$ cat config.mk
export PLATFORM = sky130hd
export DESIGN_NAME = deskew_edge_tracker
export DESIGN_NICKNAME = d
export VERILOG_FILES = /design/src/rtl/dskw_pkg.sv /design/src/rtl/dskw_ctrl.sv /design/src/rtl/dskw_edge_bank.sv /design/src/rtl/dskw_en_track.sv /design/src/rtl/deskew_edge_tracker.sv
export SDC_FILE = /design/constraint.sdc
export NUM_CORES = 1
export LEC_CHECK = 0
export ABC_AREA = 1
export BUFFER_PORTS_ARGS = -buffer_cell sky130_fd_sc_hd__buf_4
export CORE_ASPECT_RATIO = 0.75
export CORE_MARGIN = 10
export CORE_UTILIZATION = 40
export CTS_BUF_LIST = sky130_fd_sc_hd__clkbuf_4 sky130_fd_sc_hd__clkbuf_8
export CTS_CLUSTER_SIZE = 30
export DETAILED_ROUTE_END_ITERATION = 7
export PLACE_DENSITY = 0.63
export SETUP_SLACK_MARGIN = 0.15
export SYNTH_ARGS = -nofsm -noshare
export SYNTH_HDL_FRONTEND = slang
export SYNTH_SLANG_ARGS = --single-unit
export TNS_END_PERCENT = 100
$ cat constraint.sdc
create_clock -name clk -period 2.85 [get_ports clk]
set_input_delay 0.7125 -clock clk [delete_from_list [all_inputs] [get_ports clk]]
set_output_delay 0.7125 -clock clk [all_outputs]
set_load 0.1 [all_outputs]
$ cat src/rtl/dskw_pkg.sv
package dskw_pkg;
  typedef enum logic [2:0] {
    ST_IDLE,
    ST_REQ,
    ST_WAIT,
    ST_FIX,
    ST_DONE
  } dskw_state_t;
endpackage

$ cat src/rtl/dskw_ctrl.sv
module dskw_ctrl #(
  parameter int DQ_MAX  = 31,
  parameter int DQS_MAX = 31,
  parameter int DQW     = 5,
  parameter int SW      = 5,
  parameter int EW      = 7
) (
  input  logic                 clk,
  input  logic                 rst_n,
  input  logic                 start,
  input  logic [SW-1:0]        dqs_start,
  output logic                 req_valid,
  input  logic                 req_ready,
  input  logic                 res_valid,
  output logic                 res_ready,
  input  logic                 res_fail,
  input  logic                 sticky_full,
  output logic [DQW-1:0]       dq_dly,
  output logic [SW-1:0]        dqs_ofs,
  output logic [SW-1:0]        dqs_dly,
  output logic                 busy,
  output logic                 done,
  output logic                 init,
  output logic                 upd,
  output logic                 fix,
  output logic                 ph2,
  output logic signed [EW-1:0] step
);
  import dskw_pkg::*;

  localparam logic [DQW-1:0] DQ_LAST = DQW'(DQ_MAX);
  localparam logic [SW:0]    DQS_TOP = (SW+1)'(DQS_MAX);

  dskw_state_t state;
  logic [DQW-1:0] d1;
  logic [SW-1:0]  d2, base;
  logic accept, stop, last1, last2;

  assign accept = (state == ST_WAIT) && res_valid;
  assign stop   = res_fail && sticky_full;
  assign last1  = (d1 == DQ_LAST);
  assign last2  = (({1'b0, base} + {1'b0, d2}) == DQS_TOP);

  assign init      = start && ((state == ST_IDLE) || (state == ST_DONE));
  assign upd       = accept && !stop;
  assign fix       = (state == ST_FIX);
  assign req_valid = (state == ST_REQ);
  assign res_ready = (state == ST_WAIT);
  assign busy      = (state == ST_REQ) || (state == ST_WAIT) || (state == ST_FIX);
  assign done      = (state == ST_DONE);
  assign dq_dly    = d1;
  assign dqs_ofs   = d2;
  assign dqs_dly   = base + d2;
  assign step      = ph2 ? EW'({1'b0, d2}) : EW'({1'b0, d1});

  always_ff @(posedge clk or negedge rst_n) begin
    if (!rst_n) begin
      state <= ST_IDLE;
      d1    <= '0;
      d2    <= '0;
      base  <= '0;
      ph2   <= 1'b0;
    end else begin
      unique case (state)
        ST_IDLE, ST_DONE: if (start) begin
          state <= ST_REQ;
          d1    <= '0;
          d2    <= '0;
          ph2   <= 1'b0;
          base  <= dqs_start;
        end
        ST_REQ: if (req_ready) state <= ST_WAIT;
        ST_WAIT: if (res_valid) begin
          if (!ph2) begin
            if (stop || last1) state <= ST_FIX;
            else begin
              d1    <= d1 + 1'b1;
              state <= ST_REQ;
            end
          end else begin
            if (stop || last2) state <= ST_DONE;
            else begin
              d2    <= d2 + 1'b1;
              state <= ST_REQ;
            end
          end
        end
        ST_FIX: begin
          d1 <= '0;
          d2 <= '0;
          if ({1'b0, base} > DQS_TOP) state <= ST_DONE;
          else begin
            ph2   <= 1'b1;
            state <= ST_REQ;
          end
        end
        default: state <= ST_IDLE;
      endcase
    end
  end

  assert_req_hold_R2: assert property (@(posedge clk) disable iff (!rst_n)
    (req_valid && !req_ready) |=> (req_valid && $stable(dq_dly) && $stable(dqs_dly)));

  assert_stop_ends_R3: assert property (@(posedge clk) disable iff (!rst_n)
    (accept && stop && !ph2) |=> fix);

  assert_dq_zero_R6: assert property (@(posedge clk) disable iff (!rst_n)
    (ph2 && busy) |-> (dq_dly == '0));

  assert_dqs_range_R7: assert property (@(posedge clk) disable iff (!rst_n)
    (ph2 && req_valid) |-> ({1'b0, dqs_dly} <= DQS_TOP));

  assert_done_quiet_R10: assert property (@(posedge clk) disable iff (!rst_n)
    (done && !start) |=> (done && !req_valid));
endmodule

$ cat src/rtl/dskw_edge_bank.sv
module dskw_edge_bank #(
  parameter int NBITS = 8,
  parameter int EW    = 7,
  parameter int SENT  = 32
) (
  input  logic                  clk,
  input  logic                  rst_n,
  input  logic                  init,
  input  logic                  upd,
  input  logic                  fix,
  input  logic                  ph2,
  input  logic signed [EW-1:0]  step,
  input  logic [NBITS-1:0]      pass,
  output logic [NBITS-1:0]      sticky,
  output logic [NBITS*EW-1:0]   left_flat,
  output logic [NBITS*EW-1:0]   right_flat
);
  localparam logic signed [EW-1:0] S = EW'(SENT);

  logic [NBITS-1:0] both_ok;

  for (genvar g = 0; g < NBITS; g++) begin : g_bit
    logic signed [EW-1:0] lq, rq;

    always_ff @(posedge clk or negedge rst_n) begin
      if (!rst_n) begin
        lq <= S;
        rq <= S;
      end else if (init) begin
        lq <= S;
        rq <= S;
      end else if (fix) begin
        if (lq == S && rq != S) rq <= S;
      end else if (upd) begin
        if (!ph2) begin
          if (pass[g]) lq <= step;
          else if (lq == S) rq <= ~step;  // ~d equals -(d+1)
        end else if (pass[g]) begin
          rq <= step;
        end
      end
    end

    assign both_ok[g] = (lq != S) && (rq != S);
    assign left_flat[g*EW +: EW]  = lq;
    assign right_flat[g*EW +: EW] = rq;

    assert_left_nonneg_R4: assert property (@(posedge clk) disable iff (!rst_n)
      lq >= 0);

    assert_fix_clean_R6: assert property (@(posedge clk) disable iff (!rst_n)
      fix |=> ((lq != S) || (rq == S)));

    assert_pass_right_R8: assert property (@(posedge clk) disable iff (!rst_n)
      (upd && ph2 && pass[g]) |=> (rq == $past(step)));
  end

  always_ff @(posedge clk or negedge rst_n) begin
    if (!rst_n)     sticky <= '0;
    else if (init)  sticky <= '0;
    else if (fix)   sticky <= both_ok;
    else if (upd)   sticky <= sticky | pass;
  end

  assert_sticky_grows_R3: assert property (@(posedge clk) disable iff (!rst_n)
    upd |=> ((sticky & $past(pass)) == $past(pass)));

  assert_init_clear_R1: assert property (@(posedge clk) disable iff (!rst_n)
    init |=> (sticky == '0));
endmodule

$ cat src/rtl/dskw_en_track.sv
module dskw_en_track #(
  parameter bit SHIFT  = 1'b1,
  parameter int EN_MAX = 31,
  parameter int ENW    = 5,
  parameter int SW     = 5
) (
  input  logic [ENW-1:0] base,
  input  logic [SW-1:0]  ofs,
  output logic [ENW-1:0] en_dly
);
  localparam int SUMW = ((ENW > SW) ? ENW : SW) + 1;

  if (SHIFT) begin : g_follow
    logic [SUMW-1:0] sum;
    assign sum    = SUMW'(base) + SUMW'(ofs);
    assign en_dly = (sum > SUMW'(EN_MAX)) ? ENW'(EN_MAX) : sum[ENW-1:0];
  end else begin : g_hold
    logic unused_ofs;
    assign unused_ofs = ^ofs;
    assign en_dly     = base;
  end
endmodule

$ cat src/rtl/deskew_edge_tracker.sv
module deskew_edge_tracker #(
  parameter int NBITS    = 8,
  parameter int DQ_MAX   = 31,
  parameter int DQS_MAX  = 31,
  parameter int EN_MAX   = 31,
  parameter bit EN_SHIFT = 1'b1,
  parameter int DQW      = $clog2(DQ_MAX + 1),
  parameter int SW       = $clog2(DQS_MAX + 1),
  parameter int ENW      = $clog2(EN_MAX + 1),
  parameter int IW       = (NBITS > 1) ? $clog2(NBITS) : 1,
  parameter int EW       = $clog2(((DQ_MAX + 1 > DQS_MAX) ? DQ_MAX + 1 : DQS_MAX) + 1) + 1
) (
  input  logic             clk,
  input  logic             rst_n,
  input  logic             start,
  input  logic [SW-1:0]    dqs_start,
  input  logic [ENW-1:0]   en_start,
  output logic             req_valid,
  input  logic             req_ready,
  input  logic             res_valid,
  output logic             res_ready,
  input  logic [NBITS-1:0] res_pass,
  output logic [DQW-1:0]   dq_dly,
  output logic [SW-1:0]    dqs_dly,
  output logic [ENW-1:0]   en_dly,
  output logic             busy,
  output logic             done,
  input  logic [IW-1:0]    rd_idx,
  output logic [EW-1:0]    rd_left,
  output logic [EW-1:0]    rd_right
);
  localparam int SENT = DQ_MAX + 1;

  logic init, upd, fix, ph2;
  logic signed [EW-1:0] step;
  logic [SW-1:0] dqs_ofs;
  logic [NBITS-1:0] sticky;
  logic [NBITS*EW-1:0] lflat, rflat;
  logic [ENW-1:0] en_base;
  logic [EW-1:0] l_arr [NBITS];
  logic [EW-1:0] r_arr [NBITS];

  always_ff @(posedge clk or negedge rst_n) begin
    if (!rst_n)    en_base <= '0;
    else if (init) en_base <= en_start;
  end

  dskw_ctrl #(
    .DQ_MAX(DQ_MAX), .DQS_MAX(DQS_MAX), .DQW(DQW), .SW(SW), .EW(EW)
  ) u_ctrl (
    .clk(clk), .rst_n(rst_n), .start(start), .dqs_start(dqs_start),
    .req_valid(req_valid), .req_ready(req_ready),
    .res_valid(res_valid), .res_ready(res_ready),
    .res_fail(~|res_pass), .sticky_full(&sticky),
    .dq_dly(dq_dly), .dqs_ofs(dqs_ofs), .dqs_dly(dqs_dly),
    .busy(busy), .done(done), .init(init), .upd(upd), .fix(fix),
    .ph2(ph2), .step(step)
  );

  dskw_edge_bank #(
    .NBITS(NBITS), .EW(EW), .SENT(SENT)
  ) u_bank (
    .clk(clk), .rst_n(rst_n), .init(init), .upd(upd), .fix(fix),
    .ph2(ph2), .step(step), .pass(res_pass), .sticky(sticky),
    .left_flat(lflat), .right_flat(rflat)
  );

  dskw_en_track #(
    .SHIFT(EN_SHIFT), .EN_MAX(EN_MAX), .ENW(ENW), .SW(SW)
  ) u_en (
    .base(en_base), .ofs(dqs_ofs), .en_dly(en_dly)
  );

  for (genvar g = 0; g < NBITS; g++) begin : g_rd
    assign l_arr[g] = lflat[g*EW +: EW];
    assign r_arr[g] = rflat[g*EW +: EW];
  end

  always_comb begin
    rd_left  = '0;
    rd_right = '0;
    if (32'(rd_idx) < NBITS) begin
      rd_left  = l_arr[rd_idx];
      rd_right = r_arr[rd_idx];
    end
  end

  assert_en_cap_R9: assert property (@(posedge clk) disable iff (!rst_n)
    busy |-> ({1'b0, en_dly} <= (ENW+1)'(EN_MAX)) || !EN_SHIFT);

  assert_en_track_R9: assert property (@(posedge clk) disable iff (!rst_n)
    (busy && $stable(dqs_dly) && !$past(init)) |-> $stable(en_dly));
endmodule

# [Yosys cells after proc, flatten, opt, wreduce, memory -nomap -nowiden]
# Cells that the tools add are included.
[totals] inputBits=26 output_inout_bits=33 register_bits=144 word_cells=293
[op_classes] n_eq_ne=63 magnitude_cmp=2 reduce_logical=72 n_bitwise=3 mux=125 add_sub_neg=5
[ops] operator="$mux 7" count=100
[ops] operator="$ne 7x7->1 const B" count=16
[ops] operator="$eq 7x7->1 const B" count=8
[ops] operator="$reduce_and 5->1" count=10
[ops] operator="$mux 5" count=9
[ops] operator="$bmux 7 s3" count=2
[ops] operator="$ne 4x2->1 const B" count=8
[ops] operator="$ne 4x4->1 const B" count=8
[ops] operator="$reduce_and 4->1" count=8
[ops] operator="$reduce_bool 4->1" count=8
[ops] operator="$pmux 5 s3" count=2
[ops] operator="$mux 8" count=3
[ops] operator="$ne 3x2->1 const B" count=8
[ops] operator="$logic_and 1x1->1" count=20
[ops] operator="$reduce_bool 2->1" count=10
[ops] operator="$mux 3" count=5
[ops] operator="$ne 2x2->1 const B" count=7
[ops] operator="$add 5x5->6" count=2
[ops] operator="$pmux 3 s4" count=1
[ops] operator="$add 5x1->5 const B" count=2
[ops] operator="$or 8x8->8" count=1
[ops] operator="$reduce_and 8->1" count=1
[ops] operator="$reduce_or 8->1" count=1
[ops] operator="$not 5->7" count=1
[ops] operator="other kinds (20)" count=29

# [Logic depth before layout (Yosys ltp)]
# Gate-level depths: netlist of run 1.
[logic_depth] ltp_word=8 mapped_depth=13 mapped_depth_nobuf=13

# [Modules after synthesis]
# From an unflattened synthesis of run 1, not the netlist that was laid out.
[hier_totals] cells_unflattened=1305 hier_area_um2=9043.7
[modules_own_cells] mod="dskw_edge_bank" cells_each=690 n_inst=1 seq_area_each_um2=3022.9 area_each_um2=5720.5
[modules_own_cells] mod="deskew_edge_tracker" cells_each=392 n_inst=1 seq_area_each_um2=125.1 area_each_um2=1747.9
[modules_own_cells] mod="dskw_ctrl" cells_each=176 n_inst=1 seq_area_each_um2=475.5 area_each_um2=1313.8
[modules_own_cells] mod="dskw_en_track" cells_each=47 n_inst=1 seq_area_each_um2=0.0 area_each_um2=261.5

# [Worst setup path before layout of run 1]
# Ideal clock, no wire load.
[synth_path] path_type="register to output" start="register u_ctrl.d2[0] (netlist: u_ctrl.dqs_ofs[0])" end="output en_dly[2]" path_stages_with_launch=6 slack_ns=-1.107 arrival_time_ns=3.244 path_buffers=0 required_ns=2.138 path_cell_list="dfrtp_1 ha_1 fa_1 nand2_1 inv_1 o21ai_0"
[synth_between] elab_chain_len=3
[synth_rtl] element="from (decl)" line="dskw_ctrl.sv:36" text="logic [SW-1:0] d2, base;"
[synth_rtl] element="from (signal assigned)" line="dskw_ctrl.sv:83" text="d2 <= d2 + 1'b1;"
[synth_rtl] element="$add 5x5->6 *" line="dskw_en_track.sv:15" text="assign sum = SUMW'(base) + SUMW'(ofs);"
[synth_rtl] element="$gt 6x5->1" line="dskw_en_track.sv:16" text="assign en_dly = (sum > SUMW'(EN_MAX)) ? ENW'(EN_MAX) : sum[ENW-1:0];"
[synth_rtl] element="$mux 5 *" line="dskw_en_track.sv:16"
[synth_rtl] element="to (decl)" line="deskew_edge_tracker.sv:25" text="output logic [ENW-1:0] en_dly,"
# Every way passes the cells marked *; elsewhere a longest branch is shown, timed or not.

# [Final worst setup path of run 1]
[layout_path] start="register u_ctrl.d2[0] (netlist: u_ctrl.dqs_ofs[0])" end="output dqs_dly[4]"
[layout_between] elab_chain_len=1
[layout_rtl] element="$add 5x5->5" line="dskw_ctrl.sv:53" text="assign dqs_dly = base + d2;"
[layout_rtl] element="to (decl)" line="deskew_edge_tracker.sv:24" text="output logic [SW-1:0] dqs_dly,"
# Every way passes these cells.

==> summary.txt, run 1 <==
Worst setup path
  • Largest delay contributor family on the critical path: adder cells
  • R2r startpoint: u_ctrl.dqs_ofs[0]
  • Required @ worst endpoint: 2140 ps
  • Crit path kind: reg -> out
  • Arr. time, crit path: roughly 2200 ps
  • Crit end category: primary output
  • Crit Path Max Fanout: 3
  • Worst path buffer plus inverter count: 2
  • Register-to-Register Path Depth: 12
  • Crit Reg-Reg Endpoint: u_ctrl.dqs_ofs[2]
  • Worst path max stage delay: 450 ps
  • Crit path launch type: flop
  • Crit-path cells: buf_4, ha_4, fa_2, nand3_2, nand2_4, xor2_4, buf_12
  • Reg-to-reg setup timing slack: 370 ps
  • Crit-path slowest cell: dfrtp_2

Detailed routing
  • Post-DRT Antenna Nets: 0
  • DR vias: 7,143
  • Final wirelength: 23,450 microns
  • Routed len/inst: 17.42 microns
  • DRC viols: 0
  • Starting DRT DRC Count: 918
  • Vias per inst: between 5 and 6
  • Drt pass-1 iters: 5

Timing
  • Fin crit share: 1.003
  • Final Max Tran Viols: 0
  • Clock period minus worst slack: 2860 ps
  • Final worst slack: -9.900 ps
  • Finish-stage setup viols: 2
  • Max_slew headroom: 0.6080
  • Fmax: between 300 and 400 MHz
  • Slew @ Worst Pin: 582.7 ps
  • RSZ-0062 raised after global routing: yes
  • Worst Skew: 16.92 ps
  • Setup TNS: -19.62 ps
  • Fin. Hold Viols: 0

Clock network
  • Clock-pin slew on the worst setup and hold paths: 90 ps
  • Number of H-tree levels: 4
  • CTS root buf: clkbuf_8
  • Clock buffer depth: 2
  • CTS buffer count: 17
  • Hold Buf Count CTS: 0
  • Num Clock Sinks: about 140
  • CTS tree: done
  • Clock latency on the worst-skew pair: 460 ps

Hold path
  • Worst min path class: in -> async

Die
  • Core area: 18,560 sq um
  • Die width: around 180 microns
  • Die Y: roughly 140 microns
  • I/O Pins: approximately 60
  • Die area: 24,990 sq um
  • Cell Rows: 43
  • Initial core utilization: 0.4098

Placed design
  • Dpl ws: 115.8 ps
  • Port Buf Inserts: 57
  • GPL Wtd Cong: 0.9210
  • Hpwl dp: 16,560 microns
  • Post-Place Cells: 1,308

Yosys
  • Syn_nets: between 1,000 and 1,500
  • Avg Synthesized Cell Area: roughly 7.4 sq um
  • Post-synth cell types: 41
  • Syn Inst Count: 1,024
  • Post-synthesis sequential area ratio: 0.4501
  • Top-area cell type share of the netlist area: 0.3948
  • Yosys warnings: 0
  • Synthesized flop and latch total: 136
  • Synth top area cells: dfrtp_1, nand2_1, dfstp_2
  • Largest area contributor in the netlist: dfrtp_1
  • Synthesized area: 7606 sq um

Power
  • Switching power total: 5479 uW
  • Sw Share: 0.5043
  • Internal Power: 5386 uW
  • VDD IR-drop max: 0.8833 mV
  • Pwr dens: 1152 nW/um^2
  • Seq pwr share: 0.302
  • Leak: 0.004516 uW
  • Clock power frac: 0.161
  • Power share of the combinational group: 0.537

Status
  • Status: finished, violations left
  • Failing checks: setup timing

GRT
  • Number of global-route vias before repair: 6,602
  • First-pass GRT wire length: 36,850 microns
  • GRT overflow: 0
  • Largest net degree at the start of global routing: between 50 and 60
  • Total global routing track utilization: 0.1861
  • Initial antenna violation count: 0

Finish
  • Diode count: 0
  • Total Nets Final: around 1,100
  • Filler cells: 1,787
  • Share of cells above drive strength 1: 0.1911
  • Non-filler cells, final: 1,346
  • Area Growth Syn to Fin: 24.02%

Flow run
  • Max_cap viols: 0
==> metal layers <==
| metal | wire length, microns | share of wire | track usage | vias to the layer above |
|---|---|---|---|---|
| li1 | - | - | - | 3488 |
| met1 | 11500 | 0.49 | 0.2797 | 3385 |
| met2 | 10070 | 0.43 | 0.2630 | 249 |
| met3 | 1719 | 0.073 | 0.04839 | 21 |
| met4 | 169 | 0.0072 | 0.03101 | 0 |
| met5 | 0 | 0 | 0 | - |
==> state kept, by name, summed over array words and instances (netlist names) <==
name	count
u_bank.g_bit.rq	56
u_bank.g_bit.lq	48
u_bank.sticky	8
en_base	5
u_ctrl.base	5
u_ctrl.dq_dly	5
u_ctrl.dqs_ofs	5
u_ctrl.state	3
u_ctrl.ph2	1
==> what timing repair did <==
| item | in CTS | in global routing |
|---|---|---|
| setup endpoints to repair | 20 | 18 |
| setup buffers | 2 | 3 |
| pin swaps | 6 | 7 |
| cloned | 0 | 1 |
| gates resized for setup | 42 | 32 |
==> cell type report <==
type,count,area (sq um),area share
Timing Repair Buffer,87,918.4,0.09736
Clock buffer,21,282.8,0.02998
Clock inverter,11,146.4,0.01552
Inverter,70,271.5,0.02878
Tap cell,247,309.0,0.03276
Sequential cell,136,3427,0.3633
Multi-Input combinational cell,774,4078,0.4323
==> synthesized netlist by cell type, drive strengths merged <==
cell and count:
nand4 8, and3 1, clkinv 1, xnor2 4, dfrtp 120, a221oi 2
a31oi 15, nand3 76, nor3 17, nand2 334, a21oi 36, o21a 1
clkbuf 24, inv 69, xor2 4, nand2b 1, o22ai 9, nor2 111
a21boi 2, dfstp 16, o21ai 121, o211ai 4, conb 1, nand3b 6
buf 20, ha 13, nor4 6, fa 2
==> layout by cell type, fill, tap and decap left out, types with 2 or more instances in the layout <==
master	Yosys	final
ha_1	13	8
nor2_2	3	3
nand2_1	322	316
nor2_1	99	99
buf_6	1	12
nor2_8	2	2
xor2_1	4	2
fa_2	0	2
a21oi_2	1	2
nand3b_1	6	6
a31oi_4	0	13
xnor2_1	4	3
dfrtp_1	120	117
nand4_1	8	8
ha_4	0	5
nor2_4	7	7
buf_4	3	58
dfrtp_2	0	3
clkinv_2	0	3
clkinvlp_4	0	5
o21ai_0	76	69
inv_1	63	60
o211ai_1	4	4
nand2_2	9	14
o22ai_1	9	9
a21boi_0	2	2
clkbuf_8	0	20
nand2_4	3	4
dfstp_2	16	16
nor4_1	6	6
nor3_1	17	16
o21ai_1	45	51
a31oi_1	15	2
xor2_4	0	2
nand3_2	2	3
nand3_1	74	73
inv_2	5	7
bufinv_16	0	3
buf_12	0	14
a21oi_1	35	33
==> cells by family after synthesis <==
group | Yosys count | synth area share
and+or+nand+nor | 560 | 0.3193
AOI/OAI and AO/OA | 190 | 0.1328
DFF | 136 | 0.4501
buffers and inverters | 114 | 0.06152
adders and majority gates | 15 | 0.02665
xor gates and xnor gates | 8 | 0.009211
other | 1 | 0.0004930
==> how the worst max path moves through the flow <==
stage,start,to,cells after the start
after global placement,rd_idx[0],rd_left[0],8
final,u_ctrl.dqs_ofs[0],dqs_dly[4],7
after CTS,u_ctrl.dqs_ofs[0],en_dly[4],9
after global routing,u_ctrl.dqs_ofs[0],dqs_dly[4],7
after detailed placement,rd_idx[0],rd_right[5],8
after floorplan,u_ctrl.dqs_ofs[0],en_dly[2],5
==> per-stage QoR <==
step | area (sq um) | total power, uW | hold slack [ps] | utilization
finish | 9433 | 10870 | 162.3 | 0.5082
global route | 9433 | 11600 | 165.2 | 0.5082
CTS | 9268 | 10760 | 153.4 | 0.4993
detailed placement | 8643 | 8712 | 454.8 | 0.4657
global placement | 8643 | 8655 | 451.7 | 0.4657
floorplan | 7886 | 7290 | 416.9 | -
==> power by group through the flow <==
stage / combinational (uW) / sequential [uW] / clock, uW
floorplan: 4150 / 3140 / 0
global placement: 5390 / 3260 / 0
detailed placement: 5450 / 3260 / 0
CTS: 5730 / 3250 / 1780
global route: 6380 / 3350 / 1870
finish: 5840 / 3280 / 1750
No activity file was read; power rests on OpenSTA's default activity.
==> run 2: changes to the inputs <==
BUFFER_PORTS_ARGS = -buffer_cell sky130_fd_sc_hd__buf_2   (was -buffer_cell sky130_fd_sc_hd__buf_4)
clock period = 3.2 ns   (was 2.85 ns; I/O delays follow)
==> summary.txt, run 2 (synthesis gave the netlist of run 1 again) <==
Worst setup path
  • Arr. time, crit path: 2140 ps (was 2150 ps)
  • Crit path kind: reg -> out (unchanged)
  • Crit Path Max Fanout: 3 (unchanged)
  • Crit path launch type: flop (unchanged)
  • Register-to-Register Path Depth: 11 (was 12)
  • Crit end category: primary output (unchanged)
  • Required @ worst endpoint: 2400 ps (was 2140 ps)

Finish
  • Largest Register: u_bank.g_bit.rq (unchanged)
  • Commonest non-fill, non-tap cell in the layout: nand2_1 (unchanged)
  • Post-Layout Inst Area: 9196 sq um (was 9433 sq um)
  • Total Nets Final: 1,120 (was 1,127)
  • Max reg flops: 56 (unchanged)
  • Share of cells above drive strength 1: 0.1694 (was 0.1911)
  • Non-filler cells, final: 1,341 (was 1,346)
  • Area Growth Syn to Fin: 20.91% (was 24.02%)
  • Largest regs: u_bank.g_bit.rq: 56 flops, u_bank.g_bit.lq: 48 flops, u_bank.sticky: 8 flops (unchanged)
  • Most frequent cells in the layout: nand2_1, dfrtp_1, nor2_1 (unchanged)

Placed design
  • Port Buf Inserts: 57 (unchanged)
  • Post-Place Cells: 1,303 (was 1,308)
  • GPL Wtd Cong: 0.9120 (was 0.9210)
  • Hpwl dp: 16,490 microns (was 16,560 microns)
  • Placed cell area: 8607 sq um (was 8643 sq um)

Detailed routing
  • Post-DRT Antenna Nets: 0 (unchanged)
  • Starting DRT DRC Count: 803 (was 918)
  • Final wirelength: 23,020 microns (was 23,450 microns)
  • Routed len/inst: 17.17 microns (was 17.42 microns)
  • Drt pass-1 iters: 5 (unchanged)
  • DRC viols: 0 (unchanged)
  • Vias per inst: 5.339 (was 5.307)
  • DR vias: 7,159 (was 7,143)

GRT
  • Largest net degree at the start of global routing: 80 (was 53)
  • Met2 track utilization from global routing: 0.2650 (was 0.2630)
  • First-pass GRT wire length: 37,210 microns (was 36,850 microns)
  • Number of global-route vias before repair: 6,750 (was 6,602)
  • Grt met1 use: 0.2786 (was 0.2797)
  • Gr busiest metal: met1 (unchanged)
  • Total global routing track utilization: 0.1892 (was 0.1861)
  • Met3 usage: 0.04785 (was 0.04839)
  • Initial antenna violation count: 2 (was 0)
  • GRT overflow: 0 (unchanged)

Timing
  • Clock period minus worst slack: 2935 ps
  • Fin crit share: 0.9172
  • Worst Skew: 14.66 ps (was 16.92 ps)
  • RSZ-0062 raised after global routing: yes (unchanged)
  • Final Max Tran Viols: 0 (unchanged)
  • Fin Hold WS: 167.4 ps (was 162.3 ps)
  • Max_slew headroom: 0.6439 (was 0.6080)
  • Fin. Hold Viols: 0 (unchanged)
  • Slew @ Worst Pin: 529.3 ps (was 582.7 ps)
  • Setup TNS: 0 ps (was -19.62 ps)
  • Finish-stage setup viols: 0 (was 2)
  • Fmax: 340.7 MHz

Clock network
  • CTS root buf: clkbuf_8 (unchanged)
  • Hold Buf Count CTS: 0 (unchanged)
  • Clock latency on the worst-skew pair: 470 ps (was 460 ps)
  • Clock-pin slew on the worst setup and hold paths: 80 ps (was 90 ps)
  • Clock buffer depth: 2 (unchanged)
  • Number of H-tree levels: 4 (unchanged)
  • CTS buffer count: 17 (unchanged)
  • CTS tree: done (unchanged)
  • Num Clock Sinks: 136 (unchanged)

Die
  • Core area: 18,560 sq um (unchanged)
  • Die area: 24,990 sq um (unchanged)
  • Initial core utilization: 0.4098 (unchanged)
  • I/O Pins: 59 (unchanged)
  • Die Y: 139.4 microns (unchanged)
  • Cell Rows: 43 (unchanged)
  • Die width: 179.2 microns (unchanged)

Power
  • Pwr dens: 1041 nW/um^2 (was 1152 nW/um^2)
  • Leak: 0.004474 uW (was 0.004516 uW)
  • VDD IR-drop max: 0.7809 mV (was 0.8833 mV)

Hold path
  • Worst min path class: in -> async (unchanged)

Status
  • Status: finished clean (was finished, violations left)

Flow run
  • Max_cap viols: 0 (unchanged)
==> run 2: repair_timing <==
| item | in CTS | in global routing |
|---|---|---|
| endpoints found under the hold margin | 0 | 0 |
| gates cloned | 0 | 0 |
| endpoints found under the setup margin | 7 | 8 |
| buffers inserted | 1 | 3 |
| gates resized for setup | 15 | 11 |
| pin swaps | 1 | 3 |
==> run 2: worst max-delay path: stages (launching register included) <==
cell	delay, ps
dfrtp_2	420
ha_2	200
fa_2	330
nand2_1	60
inv_1	40
o21ai_1	110
nand2_1	70
xnor2_1	150
nand2_1	100
buf_12	180
==> run 2: path summary, 6_finish.rpt <==
kind	startpoint	endpoint	slack, ps
max	u_ctrl.dqs_ofs[0]	en_dly[4]	260
min in group clk	u_bank.g_bit[1].rq[5]	u_bank.g_bit[1].rq[5]	460
max in group asynchronous	rst_n	u_ctrl.dqs_ofs[2]	2260
max reg2reg	u_ctrl.dqs_ofs[0]	u_ctrl.dqs_ofs[4]	930
min reg2reg	u_bank.g_bit[1].rq[5]	u_bank.g_bit[1].rq[5]	460
min	rst_n	u_bank.g_bit[5].lq[2]	170
==> run 2: per-layer routing <==
metal  wire, microns  up-vias
met5               0        -
met3            1672       32
met2            9698      264
met1           11290     3388
li1                -     3475
met4             355        0
==> run 2: cell type report <==
cell class / instances / area (sq um)
fillers: 1809 / 9365
multi-input cells: 774 / 3961
diodes: 2 / 5.005
well taps: 247 / 309.0
clock buffers: 19 / 255.2
inverters: 70 / 265.3
clock inverters: 13 / 201.4
repair buffers: 80 / 772.0
flip-flops and latches: 136 / 3427
==> run 2: stage by stage <==
stage | setup WS [ps] | utilization | total power, uW
finish | 264.8 | 0.4955 | 9571
global route | 142.9 | 0.4952 | 10240
CTS | 156.4 | 0.4911 | 9511
detailed placement | 294.4 | 0.4637 | 7772
global placement | 289.7 | 0.4637 | 7714
floorplan | -85.98 | - | 6458
==> run 2: power by group <==
| group | leakage (uW) | internal, uW | switching [uW] |
|---|---|---|---|
| Combinational | 0.00252 | 1420 | 3600 |
| Clock | 0.000225 | 951 | 704 |
| Sequential | 0.00173 | 2390 | 502 |
==> run 3: changes to the inputs <==
PLACE_DENSITY = default   (was 0.63)
PLACE_DENSITY_LB_ADDON = 0.25   (was default)
==> summary.txt, run 3 (synthesis gave the netlist of run 1 again) <==
Status
  • Status: finished clean (unchanged)

Detailed routing
  • Post-DRT Antenna Nets: 0 (unchanged)
  • DR vias: 7,119 (was 7,159)
  • Routed len/inst: 17.11 microns (was 17.17 microns)
  • Final wirelength: 22,940 microns (was 23,020 microns)
  • Starting DRT DRC Count: 911 (was 803)
  • Vias per inst: 5.309 (was 5.339)
  • DRC viols: 0 (unchanged)
  • Drt pass-1 iters: 5 (unchanged)

Finish
  • Max reg flops: 56 (unchanged)
  • Largest regs: u_bank.g_bit.rq: 56 flops, u_bank.g_bit.lq: 48 flops, u_bank.sticky: 8 flops (unchanged)
  • Area Growth Syn to Fin: 19.58% (was 20.91%)
  • Most frequent cells in the layout: nand2_1, dfrtp_1, nor2_1 (unchanged)
  • Filler cells: 1,841 (was 1,809)
  • Total Nets Final: 1,120 (unchanged)
  • Largest Register: u_bank.g_bit.rq (unchanged)
  • Commonest non-fill, non-tap cell in the layout: nand2_1 (unchanged)
  • Share of cells above drive strength 1: 0.1676 (was 0.1694)
  • Non-filler cells, final: 1,341 (unchanged)
  • Post-Layout Inst Area: 9095 sq um (was 9196 sq um)

Die
  • Cell Rows: 43 (unchanged)
  • Initial core utilization: 0.4098 (unchanged)
  • Core area: 18,560 sq um (unchanged)
  • Die area: 24,990 sq um (unchanged)
  • Die Y: 139.4 microns (unchanged)
  • Die width: 179.2 microns (unchanged)
  • I/O Pins: 59 (unchanged)

Clock network
  • Number of H-tree levels: 4 (unchanged)
  • Clock buffer depth: 2 (unchanged)
  • CTS tree: done (unchanged)
  • Clock latency on the worst-skew pair: 460 ps (was 470 ps)
  • Num Clock Sinks: 136 (unchanged)
  • CTS root buf: clkbuf_8 (unchanged)
  • Hold Buf Count CTS: 0 (unchanged)
  • Clock-pin slew on the worst setup and hold paths: 80 ps (about the same)
  • CTS buffer count: 17 (unchanged)

Worst setup path
  • Crit Reg-Reg Endpoint: u_ctrl.dqs_ofs[4] (unchanged)
  • Crit path launch type: flop (unchanged)
  • Worst path buffer plus inverter count: 1 (was 2)
  • Crit Path Max Fanout: 3 (unchanged)
  • Arr. time, crit path: 2150 ps (was 2140 ps)
  • Worst path max stage delay: 430 ps (was 420 ps)
  • Required @ worst endpoint: 2400 ps (about the same)
  • Reg-to-reg setup timing slack: 850 ps (was 930 ps)
  • Register-to-Register Path Depth: 11 (unchanged)
  • Crit-path cells: ha_1, fa_2, nand3_1, nand2_1, xor2_2, buf_12 (was ha_2, fa_2, nand2_1, inv_1, o21ai_1, nand2_1, xnor2_1, nand2_1, buf_12)
  • R2r startpoint: u_ctrl.dqs_ofs[0] (unchanged)
  • Crit end category: primary output (unchanged)
  • Largest delay contributor family on the critical path: adder cells (unchanged)
  • Crit path kind: reg -> out (unchanged)
  • Crit-path slowest cell: dfrtp_2 (unchanged)

Power
  • VDD IR-drop max: 0.8107 mV (was 0.7809 mV)
  • Switching power total: 4771 uW (was 4809 uW)
  • Clock power frac: 0.156 (was 0.173)
  • Sw Share: 0.5113 (was 0.5024)
  • Pwr dens: 1026 nW/um^2 (was 1041 nW/um^2)
  • Internal Power: 4561 uW (was 4762 uW)
  • Leak: 0.004455 uW (was 0.004474 uW)
  • Seq pwr share: 0.312 (was 0.302)
  • Pwr Total: 9332 uW (was 9571 uW)
  • Power share of the combinational group: 0.531 (was 0.525)

GRT
  • Initial antenna violation count: 2 (unchanged)
  • Largest net degree at the start of global routing: 53 (was 80)
  • First-pass GRT wire length: 37,230 microns (was 37,210 microns)
  • Total global routing track utilization: 0.1872 (was 0.1892)
  • GRT overflow: 0 (unchanged)
  • Number of global-route vias before repair: 6,786 (was 6,750)

Timing
  • Max_slew headroom: 0.5933 (was 0.6439)
  • Final Max Tran Viols: 0 (unchanged)
  • Clock period minus worst slack: 2952 ps (was 2935 ps)
  • Fin. Hold Viols: 0 (unchanged)
  • Fin Hold WS: 263.4 ps (was 167.4 ps)
  • Finish-stage setup viols: 0 (unchanged)
  • Worst Skew: 10.73 ps (was 14.66 ps)
  • RSZ-0062 raised after global routing: yes (unchanged)
  • Fmax: 338.7 MHz (was 340.7 MHz)
  • Fin crit share: 0.9226 (was 0.9172)
  • Slew @ Worst Pin: 603.6 ps (was 529.3 ps)

Placed design
  • Hpwl dp: 16,650 microns (was 16,490 microns)
  • Post-Place Cells: 1,305 (was 1,303)
  • GPL Wtd Cong: 0.9063 (was 0.9120)
  • Port Buf Inserts: 57 (unchanged)
  • Placed cell area: 8610 sq um (was 8607 sq um)

Hold path
  • Worst min path class: in -> async (unchanged)

Flow run
  • Max_cap viols: 0 (unchanged)
run 3: cell count changes in the layout (fill, tap and decap cells not counted), moves of 2 or more:
cell,delta
buf_12,-2
buf_4,+3
buf_6,-2
bufinv_16,-3
clkbuf_4,+2
clkbuf_8,+3
clkinv_2,+2
clkinvlp_4,-2
run 3: area by class of cell:
class	count	area, sq um	share of cell area
Timing Repair Buffer	80	739.5	0.08130
Tap cell	247	309.0	0.03398
Antenna cell	2	5.005	0.0005503
Sequential cell	136	3426	0.3767
Multi-Input combinational cell	774	3949	0.4342
Clock buffer	23	304.0	0.03343
Inverter	70	265.3	0.02916
Clock inverter	9	97.59	0.01073
run 3: layer usage:
metal	vias up	global-route usage	part of all wire
met5	-	0	0
met4	0	0.05168	0.017
met3	28	0.06164	0.092
met2	286	0.2534	0.41
met1	3331	0.2750	0.48
li1	3474	-	-
run 3: timing repair:
| action | CTS | global route |
|---|---|---|
| gates resized for setup | 8 | 17 |
| pin swaps | 0 | 2 |
| setup buffers | 1 | 1 |
| endpoints found under the setup margin | 7 | 8 |
run 3: per-stage QoR:
step	setup WS [ps]	TNS, ps	utilization
detailed placement	364.3	0	0.4638
global placement	395.1	0	0.4638
CTS	134.6	0	0.4871
finish	247.7	0	0.4900
floorplan	-85.98	-85.98	-
global route	131.4	0	0.4897
run 3: worst max-delay path by stage:
stage | startpoint | end | slack (ps) | depth (start not counted)
after floorplan | u_ctrl.dqs_ofs[0] | en_dly[2] | -90 | 5
after global placement | rd_idx[0] | rd_right[5] | 400 | 6
after detailed placement | rd_idx[0] | rd_right[5] | 360 | 7
after CTS | u_ctrl.dqs_ofs[0] | en_dly[4] | 130 | 9
after global routing | u_ctrl.dqs_ofs[0] | en_dly[4] | 130 | 9
final | u_ctrl.dqs_ofs[0] | dqs_dly[4] | 250 | 6
run 3: power by group through the flow:
stage / Clock, uW / Sequential (uW) / Combinational (uW)
4_1_cts: 1490 / 2890 / 4890
3_5_place_dp: 0 / 2910 / 4850
5_1_grt: 1570 / 2980 / 5430
2_1_floorplan: 0 / 2790 / 3670
3_3_place_gp: 0 / 2920 / 4800
6_report: 1460 / 2920 / 4960
